--- config.mk ---
export PLATFORM = sky130hd
export DESIGN_NAME = tile_latch_mapper
export DESIGN_NICKNAME = d
export VERILOG_FILES = /design/src/rtl/tlm_pkg.sv /design/src/rtl/tlm_bank_regs.sv /design/src/rtl/tlm_tile_latches.sv /design/src/rtl/tlm_chr_xlate.sv /design/src/rtl/tlm_prg_xlate.sv /design/src/rtl/tile_latch_mapper.sv
export SDC_FILE = /design/constraint.sdc
export NUM_CORES = 1
export LEC_CHECK = 0
export BUFFER_PORTS_ARGS = -buffer_cell sky130_fd_sc_hd__buf_2
export CORE_MARGIN = 4
export CORE_UTILIZATION = 30
export DETAILED_ROUTE_END_ITERATION = 10
export HOLD_SLACK_MARGIN = 0.05
export SLEW_MARGIN = 15
export SYNTH_ARGS = -nofsm -noshare
export SYNTH_HDL_FRONTEND = slang
export SYNTH_SLANG_ARGS = --single-unit
--- constraint.sdc ---
create_clock -name clk -period 1.6 [get_ports clk]
set_input_delay 0.16 -clock clk [delete_from_list [all_inputs] [get_ports clk]]
set_output_delay 0.16 -clock clk [all_outputs]
set_load 0.01 [all_outputs]
--- src/rtl/tlm_pkg.sv ---
package tlm_pkg;

    typedef enum logic { LATCH_FD = 1'b0, LATCH_FE = 1'b1 } latch_e;
    typedef enum logic { MIRR_VERT = 1'b0, MIRR_HORZ = 1'b1 } mirror_e;
    typedef enum logic [1:0] { TGT_NONE = 2'd0, TGT_WRAM = 2'd1, TGT_PRG = 2'd2 } cpu_tgt_e;

    localparam int CHR_REGS = 4;
    localparam int CHR_REG_W = 5;
    localparam int PRG_REG_W = 4;
    localparam int WRAM_AW = 13;
    localparam int VID_AW = 13;

    typedef struct packed {
        logic [PRG_REG_W-1:0]                prg_bank;
        logic [CHR_REGS-1:0][CHR_REG_W-1:0]  chr_bank;
        mirror_e                             mirror;
    } bank_regs_t;

    typedef struct packed {
        logic   hit;
        latch_e val;
    } trig_t;

    function automatic trig_t lo_trigger(logic [VID_AW-1:0] a);
        trig_t t;
        t = '{hit: 1'b0, val: LATCH_FD};
        if (a == 13'h0FD8) t = '{hit: 1'b1, val: LATCH_FD};
        else if (a == 13'h0FE8) t = '{hit: 1'b1, val: LATCH_FE};
        return t;
    endfunction

    function automatic trig_t hi_trigger(logic [VID_AW-1:0] a);
        trig_t t;
        t = '{hit: 1'b0, val: LATCH_FD};
        if (a[12:3] == 10'h3FB) t = '{hit: 1'b1, val: LATCH_FD};
        else if (a[12:3] == 10'h3FD) t = '{hit: 1'b1, val: LATCH_FE};
        return t;
    endfunction

    function automatic cpu_tgt_e cpu_target(logic [15:0] a);
        if (a[15]) return TGT_PRG;
        if (a[15:13] == 3'b011) return TGT_WRAM;
        return TGT_NONE;
    endfunction

endpackage

--- src/rtl/tlm_bank_regs.sv ---
module tlm_bank_regs
    import tlm_pkg::*;
(
    input  logic        clk,
    input  logic        rst,
    input  logic        cpu_wr,
    input  logic [15:0] cpu_addr,
    input  logic [7:0]  cpu_wdata,
    output bank_regs_t  regs
);

    always_ff @(posedge clk) begin
        if (rst) begin
            regs <= '0;
        end else if (cpu_wr) begin
            case (cpu_addr[15:12])
                4'hA: regs.prg_bank    <= cpu_wdata[PRG_REG_W-1:0];
                4'hB: regs.chr_bank[0] <= cpu_wdata[CHR_REG_W-1:0];
                4'hC: regs.chr_bank[1] <= cpu_wdata[CHR_REG_W-1:0];
                4'hD: regs.chr_bank[2] <= cpu_wdata[CHR_REG_W-1:0];
                4'hE: regs.chr_bank[3] <= cpu_wdata[CHR_REG_W-1:0];
                4'hF: regs.mirror      <= mirror_e'(cpu_wdata[0]);
                default: ;
            endcase
        end
    end


    prg_load_chk: assert property (@(posedge clk) disable iff (rst)
        (cpu_wr && cpu_addr[15:12] == 4'hA) |=> (regs.prg_bank == $past(cpu_wdata[3:0])));


    mirror_load_chk: assert property (@(posedge clk) disable iff (rst)
        (cpu_wr && cpu_addr[15:12] == 4'hF) |=> (regs.mirror == mirror_e'($past(cpu_wdata[0]))));


    regs_hold_chk: assert property (@(posedge clk) disable iff (rst)
        !cpu_wr |=> $stable(regs));

endmodule

--- src/rtl/tlm_tile_latches.sv ---
module tlm_tile_latches
    import tlm_pkg::*;
(
    input  logic              clk,
    input  logic              rst,
    input  logic              vid_rd,
    input  logic [VID_AW-1:0] vid_addr,
    output latch_e            lo_state,
    output latch_e            hi_state
);

    trig_t lo_t, hi_t;

    always_comb begin
        lo_t = lo_trigger(vid_addr);
        hi_t = hi_trigger(vid_addr);
    end

    always_ff @(posedge clk) begin
        if (rst) begin
            lo_state <= LATCH_FD;
            hi_state <= LATCH_FD;
        end else if (vid_rd) begin
            if (lo_t.hit) lo_state <= lo_t.val;
            if (hi_t.hit) hi_state <= hi_t.val;
        end
    end


    latch_idle_chk: assert property (@(posedge clk) disable iff (rst)
        !vid_rd |=> ($stable(lo_state) && $stable(hi_state)));


    lo_fe_chk: assert property (@(posedge clk) disable iff (rst)
        (vid_rd && vid_addr == 13'h0FE8) |=> (lo_state == LATCH_FE));


    hi_fd_chk: assert property (@(posedge clk) disable iff (rst)
        (vid_rd && vid_addr >= 13'h1FD8 && vid_addr <= 13'h1FDF) |=> (hi_state == LATCH_FD));

endmodule

--- src/rtl/tlm_chr_xlate.sv ---
module tlm_chr_xlate
    import tlm_pkg::*;
#(
    parameter int CHR_BW = 4,
    localparam int CHR_AW = CHR_BW + 12
) (
    input  logic [VID_AW-1:0]                   addr,
    input  logic [CHR_REGS-1:0][CHR_REG_W-1:0]  banks,
    input  latch_e                              lo_state,
    input  latch_e                              hi_state,
    output logic [CHR_AW-1:0]                   chr_addr
);

    logic [1:0]        idx;
    logic [CHR_BW-1:0] bank;

    always_comb begin
        idx      = {addr[12], (addr[12] ? hi_state : lo_state) == LATCH_FE};
        bank     = CHR_BW'(banks[idx]);
        chr_addr = {bank, addr[11:0]};
    end

endmodule

--- src/rtl/tlm_prg_xlate.sv ---
module tlm_prg_xlate
    import tlm_pkg::*;
#(
    parameter int PRG_BANKS = 8,
    localparam int PRG_BW = $clog2(PRG_BANKS),
    localparam int PRG_AW = PRG_BW + 13
) (
    input  logic [15:0]          cpu_addr,
    input  logic [PRG_REG_W-1:0] win0_bank,
    output cpu_tgt_e             tgt,
    output logic [PRG_AW-1:0]    prg_addr,
    output logic [WRAM_AW-1:0]   wram_addr
);

    logic [1:0]        win;
    logic [PRG_BW-1:0] bank;

    always_comb begin
        tgt  = cpu_target(cpu_addr);
        win  = cpu_addr[14:13];
        if (win == 2'd0) bank = PRG_BW'(win0_bank);
        else             bank = PRG_BW'(PRG_BANKS - 4 + int'(win));
        prg_addr  = {bank, cpu_addr[12:0]};
        wram_addr = cpu_addr[WRAM_AW-1:0];
    end

endmodule

--- src/rtl/tile_latch_mapper.sv ---
module tile_latch_mapper
    import tlm_pkg::*;
#(
    parameter int PRG_BANKS = 8,
    parameter int CHR_BANKS = 16,
    localparam int PRG_BW = $clog2(PRG_BANKS),
    localparam int CHR_BW = $clog2(CHR_BANKS),
    localparam int PRG_AW = PRG_BW + 13,
    localparam int CHR_AW = CHR_BW + 12
) (
    input  logic              clk,
    input  logic              rst,
    input  logic [15:0]       cpu_addr,
    input  logic              cpu_wr,
    input  logic [7:0]        cpu_wdata,
    output logic              prg_sel,
    output logic [PRG_AW-1:0] prg_addr,
    output logic              wram_sel,
    output logic              wram_we,
    output logic [12:0]       wram_addr,
    output logic              cpu_none,
    input  logic [12:0]       vid_addr,
    input  logic              vid_rd,
    output logic [CHR_AW-1:0] chr_addr,
    input  logic [12:0]       peek_addr,
    output logic [CHR_AW-1:0] peek_chr_addr,
    output logic              mirror_horiz
);

    bank_regs_t regs;
    latch_e     lo_state, hi_state;
    cpu_tgt_e   tgt;

    tlm_bank_regs u_regs (
        .clk(clk), .rst(rst), .cpu_wr(cpu_wr),
        .cpu_addr(cpu_addr), .cpu_wdata(cpu_wdata), .regs(regs)
    );

    tlm_tile_latches u_latches (
        .clk(clk), .rst(rst), .vid_rd(vid_rd), .vid_addr(vid_addr),
        .lo_state(lo_state), .hi_state(hi_state)
    );

    tlm_prg_xlate #(.PRG_BANKS(PRG_BANKS)) u_prg (
        .cpu_addr(cpu_addr), .win0_bank(regs.prg_bank),
        .tgt(tgt), .prg_addr(prg_addr), .wram_addr(wram_addr)
    );

    logic [1:0][12:0]       xl_in;
    logic [1:0][CHR_AW-1:0] xl_out;

    assign xl_in[0] = vid_addr;
    assign xl_in[1] = peek_addr;

    for (genvar g = 0; g < 2; g++) begin : g_chr
        tlm_chr_xlate #(.CHR_BW(CHR_BW)) u_xl (
            .addr(xl_in[g]), .banks(regs.chr_bank),
            .lo_state(lo_state), .hi_state(hi_state), .chr_addr(xl_out[g])
        );
    end

    assign chr_addr      = xl_out[0];
    assign peek_chr_addr = xl_out[1];
    assign prg_sel       = (tgt == TGT_PRG);
    assign wram_sel      = (tgt == TGT_WRAM);
    assign wram_we       = wram_sel && cpu_wr;
    assign cpu_none      = (tgt == TGT_NONE);
    assign mirror_horiz  = (regs.mirror == MIRR_HORZ);


    sel_excl_chk: assert property (@(posedge clk) disable iff (rst)
        $onehot0({prg_sel, wram_sel}) && (cpu_none != (prg_sel || wram_sel)));


    wram_we_chk: assert property (@(posedge clk) disable iff (rst)
        wram_we |-> (wram_sel && cpu_wr));


    peek_match_chk: assert property (@(posedge clk) disable iff (rst)
        (peek_addr == vid_addr) |-> (peek_chr_addr == chr_addr));

endmodule

==> results of run 1 <==
## placed cells by master, fill, tap and decap left out, types with 2 or more instances in the layout
cell type	n
inv_1	5
nor2_1	9
nand4_1	3
dfxtp_1	21
buf_4	4
o21ai_1	7
nand4b_1	2
mux2i_1	4
nand3_1	20
a21oi_1	29
o21ai_0	16
and4b_1	2
mux2_1	4
buf_2	55
clkbuf_8	3
## power breakdown
part	internal [mW]	leakage, nW	switching (mW)	total [mW]
clock	0.168	0.0216	0.170	0.338
combinational	0.0858	0.426	0.121	0.206
sequential	0.557	0.178	0.0109	0.568
total	0.810	0.626	0.302	1.11
## final cells by class
cell class,instances,area (um^2),share of cell area (%)
repair buffers,59,305,19.8
clock buffers,3,41.3,2.68
well taps,67,83.8,5.44
inverters,6,22.5,1.46
multi-input cells,111,647,42.0
flip-flops and latches,22,442,28.7
## metal layers
metal / vias to the layer above / track usage, % / part of all wire (%)
li1: 656 / - / -
met1: 571 / 14.7 / 44
met2: 60 / 16.7 / 46
met3: 4 / 2.37 / 8.8
met4: 0 / 3.44 / 1.0
met5: - / 0 / 0
## worst min-delay path, delay by kind of cell
kind	cells	cell delay [ns]
and+or+nand+nor	1	0.06
buffers and inverters	1	0.13
AOI/OAI and AO/OA	1	0.05
## per-stage QoR
| stage | utilization [%] | cell area (um^2) | hold slack (ns) |
|---|---|---|---|
| 6_report | 31.8 | 1540 | 0.186 |
| 5_1_grt | 31.8 | 1540 | 0.184 |
| 4_1_cts | 31.8 | 1540 | 0.184 |
| 3_5_place_dp | 30.9 | 1500 | 0.320 |
| 3_3_place_gp | 30.9 | 1500 | 0.320 |
| 2_1_floorplan | - | 1540 | 0.229 |
## final timing paths
check	startpoint	to	depth (start not counted)
setup / recovery	u_latches.lo_state	chr_addr[14]	4
setup reg to reg	u_latches.hi_state	u_latches.hi_state	3
hold reg to reg	u_regs.regs[9]	u_regs.regs[9]	2
hold / removal	cpu_wdata[3]	u_regs.regs[9]	3
## sequential cells by signal, indices dropped and copies added (netlist names)
register,count
u_regs.regs,20
u_latches.lo_state,1
u_latches.hi_state,1
## kinds of logic after synthesis
logic type | synth area share (%)
compound gates | 18.8
flops | 28.6
mux | 5.52
simple gates | 17.6
buf+inv | 29.5
==> flow_summary.json, run 1 <==
{
  "postRouteWirelength_um": 3520,
  "die-height_um": 79.7,
  "ys_seq_elements": 22,
  "place_congestion": 0.741,
  "p_leak_nw": 0.626,
  "final.setup_skew_ns": 0,
  "netlist_top_cells_area": "dfxtp_1 (29%), buf_4 (24%), a21oi_1 (9.4%)",
  "finalHoldViolCount": 0,
  "synth_top_cells_by_count": "buf_4 (50), a21oi_1 (29), dfxtp_1 (22)",
  "finalWorstPathRequiredPeriod_ns": 1.49,
  "wl_cell_um": 13.1,
  "placedCellCount": 265,
  "h-tree-depth": 1,
  "ys.warnings.count": 0,
  "grt_first_pass_wirelength_um": 5530,
  "syn_to_final_growth_pct": 0.000130,
  "slew_viol_final": 0,
  "synth_enable_flop_cells": 0,
  "diodes": 0,
  "post-synth-top-area-cell": "dfxtp_1",
  "place_worst_setup_slack_ns": 0.0976,
  "numCtsBuffers": 3,
  "status": "completed",
  "cts.repair_timing.setup_buffer_count": 0,
  "tritoncts_num_sinks": 22,
  "final_layout_size_suffix_gt1_share_pct": 31.8,
  "yosysMostFrequentCell": "buf_4",
  "final_clock_period_utilization_by_the_worst_path_pct": 93.3,
  "design.core.area_um2": 4850,
  "post-synth-top-area-fraction_pct": 28.6,
  "critPathSlowestCell": "dfxtp_2",
  "antenna_found_initial": 0,
  "sequence_of_cells_on_the_critical_path": "mux2_1 -> nor2_1 -> a21oi_1 -> buf_2",
  "floorplan.initialDensity_pct": 31.8,
  "maxClockFrequency_mhz": 670,
  "totalPowerFinal_mw": 1.11,
  "setup_violations": 0,
  "io_pins": 120,
  "syn_avg_cell_area_um2": 7.56,
  "drt-initial-drc-count": 66,
  "setup_slack_ns": 0.107,
  "fp.dieArea_um2": 6350,
  "floorplan.rows": 25,
  "fin_setup_tns_ns": 0,
  "grt.overflow.total": 0,
  "groute.usage.overall_pct": 10.7,
  "path_clk_slew_ns": 0.08,
  "cellPowerDensity_nw_per_um2": 722,
  "route.detailed.vias_per_inst": 4.82,
  "critPathRequiredTime_ns": 1.44,
  "nFillCells": 530,
  "die_width_um": 79.7,
  "cp_data_arrival_time_ns": 1.33,
  "rsz_0062_raised_after_global_routing": "no",
  "timing.max_cap.violations": 0,
  "drt.antenna.violating_nets": 0,
  "min-delay-path-class": "in -> reg",
  "cts_buffer_depth": 2,
  "critical_path.max_fanout": 6,
  "synthFlopType": "dfxtp_1",
  "cp_slowest_stage_delay_ns": 0.40,
  "path_class": "reg -> out",
  "postCtsHoldBufs": 0,
  "irDropWorstVdd_mv": 0.271,
  "synth_area_um2": 1540,
  "crit_family": "flip-flops",
  "worst-r2r-setup-slack_ns": 0.53,
  "worst_slew_pin_slew_ns": 0.308,
  "clockRootBuffer": "clkbuf_8",
  "critPathBufInv": 1,
  "cp-start-kind": "register",
  "ys_async_sr_fraction_pct": 0,
  "final_cell_count_no_fill": 268,
  "via_count_of_the_first_global_routing_pass": 1142,
  "tritoncts": "built",
  "dp.final_hpwl_um": 2580,
  "port-buffer-count": 55,
  "yosysSeqAreaShare_pct": 28.6,
  "routed-via-count": 1291,
  "synthCells": 204,
  "clk-insertion-delay-late_ns": 0.25,
  "synth.net_count": 258,
  "worst_setup_path_end_kind": "output port",
  "remaining_drc_errors": 0,
  "yosysUniqueCellTypes": 31,
  "grt_max_degree": 23,
  "drtPass1Iterations": 4,
  "max-slew-margin-rel_pct": 79.4,
  "number_of_resized_instances_in_the_post_cts_repair_step": 0,
  "finalNetCount": 257
}
No activity file was read; power rests on OpenSTA's default activity.
==> inputs of run 2 (changes only) <==
--- a/config.mk
+++ b/config.mk
@@ -7,9 +7,10 @@
 export LEC_CHECK = 0
 export BUFFER_PORTS_ARGS = -buffer_cell sky130_fd_sc_hd__buf_2
 export CORE_MARGIN = 4
-export CORE_UTILIZATION = 30
+export CORE_UTILIZATION = 40
 export DETAILED_ROUTE_END_ITERATION = 10
 export HOLD_SLACK_MARGIN = 0.05
+export PLACE_DENSITY = 0.81
 export SLEW_MARGIN = 15
 export SYNTH_ARGS = -nofsm -noshare
 export SYNTH_HDL_FRONTEND = slang
==> run 2 against run 1 <==
Net effect:
- setup slack got worse by 0.0059 ns
- power grew 16%
- clock-buffer cell count stayed put
- critical path depth unchanged
- largest cell class unchanged
- utilization up 10 points
- cell count shrank 7.1%
- non-clock buffer count decreased by 1
- die area decreased by 23%
- highest routed layer unchanged
==> flow_summary.json, run 2 (same netlist as run 1, synthesis figures left out) <==
{
  "cellPowerDensity_nw_per_um2": 835,
  "die_width_um": 70.1,
  "totalPowerFinal_mw": 1.29,
  "remaining_drc_errors": 0,
  "min_delay_worst_endpoint": "u_regs.regs[7]",
  "final.setup_skew_ns": 0,
  "worst_r2r_path_depth": 3,
  "worst_slew_pin_slew_ns": 0.532,
  "cp-start-kind": "register",
  "finalWorstPathRequiredPeriod_ns": 1.50,
  "tritoncts_num_sinks": 22,
  "diodes": 0,
  "floorplan.rows": 22,
  "setup_slack_ns": 0.101,
  "io_pins": 120,
  "design.core.area_um2": 3690,
  "maxClockFrequency_mhz": 667,
  "setup_violations": 0,
  "irDropWorstVdd_mv": 0.493,
  "finalNetCount": 256,
  "cts.repair_timing.setup_buffer_count": 0,
  "timing.hold.ws_ns": 0.199,
  "path_class": "reg -> out",
  "grt.overflow.total": 0,
  "tritoncts": "built",
  "cts_buffer_depth": 2,
  "drtPass1Iterations": 4,
  "worst_setup_path_end_kind": "output port",
  "crit-reg2reg-launch": "u_latches.hi_state",
  "h-tree-depth": 1,
  "registers.top_by_ff_count": "u_regs.regs",
  "status": "completed",
  "fin_setup_tns_ns": 0,
  "wl_cell_um": 13.4,
  "groute.usage.overall_pct": 13.5,
  "final_clock_period_utilization_by_the_worst_path_pct": 93.7,
  "critPathRequiredTime_ns": 1.44,
  "numCtsBuffers": 3,
  "drt-initial-drc-count": 50,
  "syn_to_final_growth_pct": 0.000130,
  "place_congestion": 0.777,
  "antenna_found_initial": 0,
  "via_count_of_the_first_global_routing_pass": 1165,
  "min-delay-path-class": "in -> reg",
  "rsz_0062_raised_after_global_routing": "no",
  "slew_viol_final": 0,
  "clk-insertion-delay-late_ns": 0.27,
  "path_clk_slew_ns": 0.08,
  "drt.antenna.violating_nets": 0,
  "final_layout_size_suffix_gt1_share_pct": 32.3,
  "die-height_um": 70.1,
  "p_leak_nw": 0.635,
  "capture_instance_of_the_worst_register_to_register_path": "u_latches.hi_state",
  "placedCellCount": 245,
  "postLayoutCoreUtil_pct": 41.8,
  "final_common_cell": "buf_2",
  "route.detailed.vias_per_inst": 5.28,
  "fp.dieArea_um2": 4910,
  "postRouteWirelength_um": 3350,
  "timing.max_cap.violations": 0,
  "finalHoldViolCount": 0,
  "cp_data_arrival_time_ns": 1.34,
  "largestRegisters": "u_regs.regs: 20 flops, u_latches.hi_state: 1 flops, u_latches.lo_state: 1 flops",
  "grt_first_pass_wirelength_um": 5520,
  "final_cell_mix": "buf_2 (55), a21oi_1 (29), nand3_1 (20), dfxtp_1 (20), o21ai_0 (16)",
  "place_worst_setup_slack_ns": 0.0911,
  "port-buffer-count": 55,
  "dpl-instance-area_um2": 1470,
  "dp.final_hpwl_um": 2420,
  "clockRootBuffer": "clkbuf_8",
  "final_cell_count_no_fill": 249,
  "max-slew-margin-rel_pct": 64.3,
  "final_cell_area_um2": 1540,
  "postCtsHoldBufs": 0,
  "floorplan.initialDensity_pct": 41.8,
  "holdCritStartpoint": "cpu_wdata[1]",
  "worst-r2r-setup-slack_ns": 0.58,
  "grt_max_degree": 23,
  "hold_depth": 3,
  "routed-via-count": 1315,
  "critical_path.max_fanout": 6,
  "largest_register_ff_count": 20,
  "nFillCells": 390
}
-- run 2: timing repair --
item | 4_1_cts | 5_1_grt
endpoints found under the setup margin | 0 | 8
hold endpoints to repair | 0 | 0
resized for setup | 0 | 2
-- run 2: metal layers --
metal	share of wire [%]	up-vias	track usage (%)
li1	-	656	-
met1	44	595	17.6
met2	46	58	21.0
met3	9.1	6	4.03
met4	0.75	0	4.89
met5	0	-	0
-- run 2: worst max-delay path by stage --
stage                  startpoint                 end  slack (ns)  cells past startpoint
2_1_floorplan        vid_addr[12]  u_latches.lo_state        0.24                      3
3_3_place_gp         vid_addr[12]  u_latches.lo_state        0.12                      4
3_5_place_dp         vid_addr[12]  u_latches.lo_state        0.09                      4
4_1_cts        u_latches.lo_state        chr_addr[12]        0.02                      4
5_1_grt        u_latches.lo_state        chr_addr[15]        0.01                      4
6_report       u_latches.lo_state        chr_addr[12]        0.10                      4
-- run 2: cell type report --
| class | count | area (um^2) | area share, % |
|---|---|---|---|
| Multi-Input combinational cell | 111 | 647 | 42.0 |
| Inverter | 6 | 22.5 | 1.46 |
| Clock buffer | 3 | 41.3 | 2.68 |
| Clock inverter | 1 | 30.0 | 1.95 |
| Timing Repair Buffer | 58 | 298 | 19.3 |
| Tap cell | 48 | 60.1 | 3.90 |
| Sequential cell | 22 | 443 | 28.7 |
-- run 2: report_power, final --
group | internal (mW) | switching, mW
combinational | 0.0840 | 0.119
clock | 0.334 | 0.180
sequential | 0.558 | 0.0108
-- run 2: worst max-delay path, stage by stage, from the launching register on --
cell,delay (ns)
dfxtp_2,0.40
mux2_1,0.38
nor2_1,0.10
a21oi_1,0.05
buf_2,0.14
==> inputs of run 3 (changes only) <==
--- a/config.mk
+++ b/config.mk
@@ -6,7 +6,7 @@
 export NUM_CORES = 1
 export LEC_CHECK = 0
 export BUFFER_PORTS_ARGS = -buffer_cell sky130_fd_sc_hd__buf_2
-export CORE_MARGIN = 4
+export CORE_MARGIN = 2
 export CORE_UTILIZATION = 40
 export DETAILED_ROUTE_END_ITERATION = 10
 export HOLD_SLACK_MARGIN = 0.05
==> run 3 against run 2 <==
Net effect:
- routed wire length shrank 3.9%
- cell area fell by 2.0%
- fmax barely moved
- setup slack better by 0.00090 ns
- critical endpoint is now chr_addr[14]
- largest power group unchanged
- highest routed layer unchanged
==> flow_summary.json, run 3 (same netlist as run 1, synthesis figures left out) <==
{
  "route.detailed.vias_per_inst": 5.23,
  "largest_register_ff_count": 20,
  "worst-r2r-setup-slack_ns": 0.55,
  "path_class": "reg -> out",
  "fp.dieArea_um2": 4370,
  "place_congestion": 0.749,
  "die_width_um": 66.1,
  "p_leak_nw": 0.621,
  "capture_instance_of_the_worst_register_to_register_path": "u_latches.hi_state",
  "min-delay-path-class": "in -> reg",
  "min_delay_worst_endpoint": "u_latches.lo_state",
  "critPathRequiredTime_ns": 1.44,
  "rsz_0062_raised_after_global_routing": "no",
  "worst_r2r_path_depth": 3,
  "finalWorstPathRequiredPeriod_ns": 1.50,
  "remaining_drc_errors": 0,
  "port-buffer-count": 55,
  "tritoncts": "built",
  "worst_slew_pin_slew_ns": 0.499,
  "final_clock_period_utilization_by_the_worst_path_pct": 93.6,
  "layer_carrying_the_most_global_route_usage": "met2",
  "groute.usage.overall_pct": 13.6,
  "hold_depth": 2,
  "cp-start-kind": "register",
  "routed-via-count": 1296,
  "final_cell_mix": "buf_2 (55), a21oi_1 (29), dfxtp_1 (21)",
  "wl_cell_um": 13.0,
  "nFillCells": 394,
  "drtPass1Iterations": 4,
  "grt.overflow.total": 0,
  "clk-insertion-delay-late_ns": 0.25,
  "final_common_cell": "buf_2",
  "sequence_of_cells_on_the_critical_path": "mux2_1 -> nor2_1 -> a21oi_1 -> buf_2",
  "place_worst_setup_slack_ns": 0.0886,
  "met2_usage_pct": 22.4,
  "die-height_um": 66.1,
  "timing.max_cap.violations": 0,
  "tritoncts_num_sinks": 22,
  "antenna_found_initial": 0,
  "finalHoldViolCount": 0,
  "postCtsHoldBufs": 0,
  "grt_first_pass_wirelength_um": 4720,
  "final_layout_size_suffix_gt1_share_pct": 31.5,
  "via_count_of_the_first_global_routing_pass": 1028,
  "critical_path.max_fanout": 6,
  "floorplan.rows": 22,
  "final_cell_area_um2": 1510,
  "fin_setup_tns_ns": 0,
  "cellPowerDensity_nw_per_um2": 724,
  "setup_violations": 0,
  "syn_to_final_growth_pct": -2.03,
  "io_pins": 120,
  "slew_viol_final": 0,
  "drt.antenna.violating_nets": 0,
  "status": "completed",
  "drt-initial-drc-count": 30,
  "holdCritStartpoint": "rst",
  "h-tree-depth": 1,
  "path_clk_slew_ns": 0.07,
  "crit-reg2reg-launch": "u_latches.hi_state",
  "cts_buffer_depth": 2,
  "worst_setup_path_end_kind": "output port",
  "final.setup_skew_ns": 0,
  "grt_util_met1_pct": 17.8,
  "maxClockFrequency_mhz": 667,
  "irDropWorstVdd_mv": 0.306,
  "clockRootBuffer": "clkbuf_8",
  "largestRegisters": "u_regs.regs: 20 flops, u_latches.hi_state: 1 flops, u_latches.lo_state: 1 flops",
  "critPathSlowestCell": "dfxtp_2",
  "cp_slowest_stage_delay_ns": 0.40,
  "dpl-instance-area_um2": 1470,
  "design.core.area_um2": 3690,
  "numCtsBuffers": 3,
  "grt_max_degree": 23,
  "floorplan.initialDensity_pct": 41.8,
  "grtUsageMet3_pct": 2.39,
  "registers.top_by_ff_count": "u_regs.regs",
  "dp.final_hpwl_um": 2380,
  "finalNetCount": 256,
  "timing.hold.ws_ns": 0.113,
  "postRouteWirelength_um": 3220,
  "cp_data_arrival_time_ns": 1.34,
  "diodes": 0,
  "max-slew-margin-rel_pct": 66.5,
  "setup_slack_ns": 0.102
}
-- run 3: metal layers --
metal	routed length, um	share of wire, %
met5	0	0
met4	19	0.59
met3	247	7.7
met2	1510	47
met1	1440	45
-- run 3: cell type report --
type | instances | area [um^2] | area share, %
repair buffers | 58 | 298 | 19.7
multi-input cells | 111 | 647 | 42.8
inverters | 6 | 22.5 | 1.49
flip-flops and latches | 22 | 442 | 29.2
clock buffers | 3 | 41.3 | 2.73
well taps | 48 | 60.1 | 3.98
-- run 3: how the worst max path moves through the flow --
stage	slack (ns)	depth (start not counted)	startpoint	endpoint
2_1_floorplan	0.24	3	vid_addr[12]	u_latches.lo_state
3_3_place_gp	0.12	4	vid_addr[12]	u_latches.lo_state
3_5_place_dp	0.09	4	vid_addr[12]	u_latches.lo_state
4_1_cts	0.03	4	u_latches.lo_state	peek_chr_addr[13]
5_1_grt	0.02	4	u_latches.lo_state	chr_addr[14]
6_report	0.10	4	u_latches.lo_state	chr_addr[14]
-- run 3: critical path, delay by kind of cell (launching register included) --
| family | cells | cell delay (ns) |
|---|---|---|
| AND/OR/NAND/NOR | 1 | 0.11 |
| flip-flops | 1 | 0.40 |
| buffers and inverters | 1 | 0.14 |
| AO/OA/AOI/OAI | 1 | 0.05 |
| multiplexers | 1 | 0.38 |
-- run 3: stage by stage --
step | utilization, % | instances | total power, mW
floorplan | - | 204 | 0.804
global placement | 39.8 | 245 | 0.778
detailed placement | 39.8 | 245 | 0.782
CTS | 40.9 | 248 | 1.11
global route | 40.9 | 248 | 1.15
finish | 40.9 | 248 | 1.09
-- run 3: what timing repair did --
item | 4_1_cts | 5_1_grt
setup endpoints to repair | 0 | 8
gates resized for setup | 0 | 1
setup buffers | 0 | 0
-- run 3: report_power, final --
| group | switching (mW) | internal [mW] | leakage (nW) | total [mW] |
|---|---|---|---|---|
| Clock | 0.157 | 0.167 | 0.0216 | 0.324 |
| Combinational | 0.118 | 0.0841 | 0.421 | 0.202 |
| Sequential | 0.0102 | 0.557 | 0.178 | 0.567 |
